==> config.mk <==
export PLATFORM = sky130hd
export DESIGN_NAME = sync_hunt_rx
export DESIGN_NICKNAME = d
export VERILOG_FILES = /design/src/rtl/sync_hunt_rx.sv
export SDC_FILE = /design/constraint.sdc
export NUM_CORES = 1
export LEC_CHECK = 0
export ABC_AREA = 1
export CORE_ASPECT_RATIO = 1.2
export CORE_MARGIN = 2
export CORE_UTILIZATION = 50
export CTS_CLUSTER_SIZE = 20
export DETAILED_ROUTE_END_ITERATION = 7
export PLACE_DENSITY_LB_ADDON = 0.2
export SYNTH_ARGS = -nofsm -noshare
export SYNTH_HDL_FRONTEND = slang
export SYNTH_SLANG_ARGS = --single-unit
==> constraint.sdc <==
create_clock -name clk -period 3.5 [get_ports clk]
set_input_delay 0.7 -clock clk [delete_from_list [all_inputs] [get_ports clk]]
set_output_delay 0.7 -clock clk [all_outputs]
set_load 0.01 [all_outputs]
==> src/rtl/sync_hunt_rx.sv <==
module sync_hunt_rx #(
  parameter int W = 8
) (
  input  logic         clk,
  input  logic         rst_n,
  input  logic         bit_en,
  input  logic         ser_in,
  input  logic [1:0]   len_sel,
  input  logic         two_sync,
  input  logic         ext_mode,
  input  logic [W-1:0] sync_a,
  input  logic [W-1:0] sync_b,
  input  logic         ext_sync_in,
  input  logic         hunt_cmd,
  input  logic         status_rd,
  input  logic         data_rd,
  output logic [W-1:0] rx_data,
  output logic         char_valid,
  output logic         sync_found,
  output logic         overrun,
  output logic         hunting
);

  localparam int CW = $clog2(W) + 1;

  logic [W-1:0]  sr, nxt, win, msk;
  logic [CW-1:0] nbits, shamt, cnt;
  logic          stage, ext_q, last, hit_a, hit_b;
  logic          ext_rise, int_hit, syn_set, done;

  assign nbits    = CW'(5) + CW'(len_sel);
  assign shamt    = CW'(W) - nbits;
  assign nxt      = {ser_in, sr[W-1:1]};
  assign win      = nxt >> shamt;
  assign msk      = {W{1'b1}} >> shamt;
  assign hit_a    = win == (sync_a & msk);
  assign hit_b    = win == (sync_b & msk);
  assign last     = cnt == nbits - CW'(1);
  assign ext_rise = ext_sync_in & ~ext_q;

  assign int_hit = bit_en & hunting & ~ext_mode & ~hunt_cmd &
                   ((~two_sync & hit_a) | (two_sync & stage & last & hit_b));
  assign syn_set = ~hunt_cmd & (int_hit | (ext_mode & ext_rise));
  assign done    = bit_en & ~hunting & ~hunt_cmd & last;

  always_ff @(posedge clk or negedge rst_n) begin
    if (!rst_n) begin
      sr      <= '1;
      hunting <= 1'b1;
      stage   <= 1'b0;
      cnt     <= '0;
      ext_q   <= 1'b0;
    end else begin
      ext_q <= ext_sync_in;
      if (hunt_cmd) begin
        sr      <= '1;
        hunting <= 1'b1;
        stage   <= 1'b0;
        cnt     <= '0;
      end else if (ext_mode && ext_rise && hunting) begin
        if (bit_en) sr <= nxt;
        hunting <= 1'b0;
        stage   <= 1'b0;
        cnt     <= '0;
      end else if (bit_en) begin
        sr <= nxt;
        if (!hunting) begin
          cnt <= last ? '0 : cnt + CW'(1);
        end else if (!ext_mode) begin
          if (int_hit) begin
            hunting <= 1'b0;
            stage   <= 1'b0;
            cnt     <= '0;
          end else if (two_sync && stage) begin
            if (last) begin
              stage <= hit_a;
              cnt   <= '0;
            end else begin
              cnt <= cnt + CW'(1);
            end
          end else if (two_sync && hit_a) begin
            stage <= 1'b1;
            cnt   <= '0;
          end
        end
      end
    end
  end

  always_ff @(posedge clk or negedge rst_n) begin
    if (!rst_n) begin
      sync_found <= 1'b0;
      char_valid <= 1'b0;
      overrun    <= 1'b0;
      rx_data    <= '0;
    end else begin
      if (hunt_cmd)       sync_found <= 1'b0;
      else if (syn_set)   sync_found <= 1'b1;
      else if (status_rd) sync_found <= 1'b0;

      if (done) begin
        rx_data    <= win;
        char_valid <= 1'b1;
      end else if (data_rd) begin
        char_valid <= 1'b0;
      end

      if (done && char_valid && !data_rd) overrun <= 1'b1;
      else if (status_rd)                 overrun <= 1'b0;
    end
  end


  rdy_from_framed_chk: assert property (@(posedge clk) disable iff (!rst_n)
    $rose(char_valid) |-> !$past(hunting));


  hunt_restart_chk: assert property (@(posedge clk) disable iff (!rst_n)
    $past(hunt_cmd) |-> (hunting && sr == '1 && !sync_found && !stage));


  ext_no_compare_chk: assert property (@(posedge clk) disable iff (!rst_n)
    ($rose(sync_found) && $past(ext_mode)) |-> $past(ext_rise));


  pair_needs_first_chk: assert property (@(posedge clk) disable iff (!rst_n)
    ($rose(sync_found) && $past(!ext_mode && two_sync)) |-> $past(stage));


  status_clear_chk: assert property (@(posedge clk) disable iff (!rst_n)
    ($past(status_rd) && !$past(syn_set)) |-> !sync_found);


  overrun_cause_chk: assert property (@(posedge clk) disable iff (!rst_n)
    $rose(overrun) |-> ($past(char_valid) && !$past(data_rd)));

endmodule

==> impl_results.md <==
- Core Area: 0.004004 sq mm
- Crit path arrival time: 3220 ps
- Setup slack at placement: 190.0 ps
- Vias in the first global route: 2,031
- Synth cell types: 32
- Synth Area per Inst: 6.423 sq um
- Setup Total Neg Slack: 0 ps
- Synth warnings: 0
- GRT Overall Usage: 0.2399
- Clk_lat worst skew: 270 ps
- Mapped cell area: 0.002113 sq mm
- Drt first pass iters: 5
- Die footprint: 0.004764 sq mm
- Die height: 75.22 microns
- Number of port buffers: 39
- Leakage: 1.390 nW
- DRC: 0
- Hold Slack: 487.8 ps
- Final hold viol count: 0
- Post-CTS sizing: 0
- TritonCTS buffer count: 3
- Fmax achieved: 0.3282 GHz
- Via count: 2,138
- Status: complete, no violations
- Critical Path End Type: flop
- Clock skew: 1.623 ps
- Slew @ Worst Pin: 990.1 ps
- Maximum vdd drop: 0.2344 mV
- Die span in x: 63.35 microns
- Drt wl/cell: 12.69 microns
- HP Class: reg2reg
- Mapped Cells: 329
- Initial antenna violation count: 0
- Synth top area share: 0.2274
- Row cnt: 25
- Final WS setup: 453.1 ps
- I/O pins: 40
- GP Congestion: 0.9380
- Number of max-cap violations: 0
- Total power: 702.9 uW
- Highest-count cells in the layout ignoring fill and taps: nand2_1 (128), inv_1 (39), clkdlybuf4s50_1 (39)
- Fin. max-slew vios: 0
- GR Overflow Total: 0
- Drt initial violations: 127
- P&R area growth vs syn: 22.74%
- CTS hold repair buffers: 0
- Fin nets: 403
- CTS tree: built
- CTS root buf: clkbuf_8
- Diodes inserted: 0
- Startpoint types: input port
- Synthesized Nets: 362
- Setup bufs post-CTS: 0
- Pwr dens: 271.0 mW/mm^2
- Final antenna-violating net count: 0
- Initial core utilization: 0.5278
- Required @ worst endpoint: 3670 ps
- WL final: 5367 microns
- CTS clk-pin slew, worst paths: 90 ps
- Routed vias/inst: 5.054
- Layout cells sized above 1: 0.1138
- CTS Buffer Depth: 2
- Minimum clock period: 3047 ps
- Hpwl dp: 4287 microns
- RSZ-0062 raised after global routing: false
- Most common library cell in the layout ignoring fill and taps: nand2_1
- Final setup violation count: 0
- Setup CP Type: in2reg
- Synth top area cells: nand2_1 (23%), dfrtp_1 (20%), dfstp_2 (9.9%)
- Max_slew headroom: 0.3378
- First-pass GRT wire length: 8990 microns
- Register bit count reported by yosys: 25
- Largest net degree at the start of global routing: 22
- FF-to-FF setup slack: 1470 ps
- Register area share after synthesis: 0.3008
- H-tree depth: 1
- Area leader, netlist: nand2_1
- Clock sink count: 25
- CP max FO: 13
- Final worst-path cycle share: 0.8705
==> Yosys cell counts, drive strengths merged <==
master / number
xor2: 2
a211o: 1
inv: 42
dfrtp: 17
o21ai: 11
a21oi: 7
a31oi: 4
nand3b: 3
a21boi: 1
nor3: 4
nand3: 43
dfstp: 8
xnor2: 1
a22oi: 3
o211ai: 2
nand2: 137
nor2: 29
ha: 5
buf: 5
clkinv: 1
clkbuf: 2
or2: 1
==> kinds of logic (layout without fill, tap and decap cells) <==
family                     after synthesis  after routing  share of synthesized area
and+or+nand+nor                        217            217                     0.4754
buffers and inverters                   50             90                     0.1018
AOI/OAI and AO/OA                       29             29                    0.07992
DFF                                     25             25                     0.3008
adders and majority gates                5              5                    0.02960
xor gates and xnor gates                 3              3                    0.01244
==> area by class of cell <==
cell class / instances / area (sq um)
Inverter: 43 / 161.4
Multi-Input combinational cell: 254 / 1262
Sequential cell: 25 / 635.6
Timing Repair Buffer: 43 / 420.4
Clock inverter: 1 / 5.005
Fill cell: 394 / 1410
Tap cell: 54 / 67.56
Clock buffer: 3 / 41.29
==> per-layer routing <==
layer | wire length (microns) | up-vias | share of wire | global-route usage
met3 | 207 | 10 | 0.039 | 0.02541
met5 | 0 | - | 0 | 0
met4 | 135 | 0 | 0.025 | 0.08937
met2 | 2555 | 56 | 0.48 | 0.4234
li1 | - | 1119 | - | -
met1 | 2468 | 953 | 0.46 | 0.3074
==> critical path: stages <==
cell and delay [ps]:
clkdlybuf4s50_1 550, inv_2 60, ha_1 390, inv_2 120, nand2_1 70, nand2_2 220
nand2_1 140, nand3_1 110, nand2_1 70, inv_1 50, nand2_1 70, nor2_4 130
nand3_2 90, nand2_2 90, nand2_4 70, nand3_4 110, nand2_4 60, nand2_1 70
nand2_1 50
==> flip-flops by register name, summed over array words and instances, names as in the netlist <==
| name | cells |
|---|---|
| char_valid | 1 |
| stage | 1 |
| sr | 7 |
| rx_data | 8 |
| cnt | 4 |
| overrun | 1 |
| sync_found | 1 |
| hunting | 1 |
| ext_q | 1 |
==> path summary, 6_finish.rpt <==
check	cells past startpoint	from	to
worst min register to register	2	rx_data[6]	rx_data[6]
worst min-delay path	2	rx_data[6]	rx_data[6]
min in group asynchronous	1	rst_n	rx_data[0]
worst max-delay path	19	len_sel[0]	cnt[1]
max in group asynchronous	2	rst_n	sr[4]
worst max register to register	15	sr[4]	cnt[1]
==> power by group <==
group	internal (mW)	total [mW]	leakage, nW	switching, mW
clock	0.0798	0.179	0.0255	0.0990
combinational	0.0837	0.219	1.05	0.135
sequential	0.299	0.305	0.319	0.00654
==> through the flow <==
step	cell area [sq um]	util	std cells
floorplan	2113	-	329
global placement	2547	0.6363	419
detailed placement	2547	0.6363	419
CTS	2594	0.6478	423
global route	2594	0.6478	423
finish	2594	0.6478	423
No activity file was read; power rests on OpenSTA's default activity.
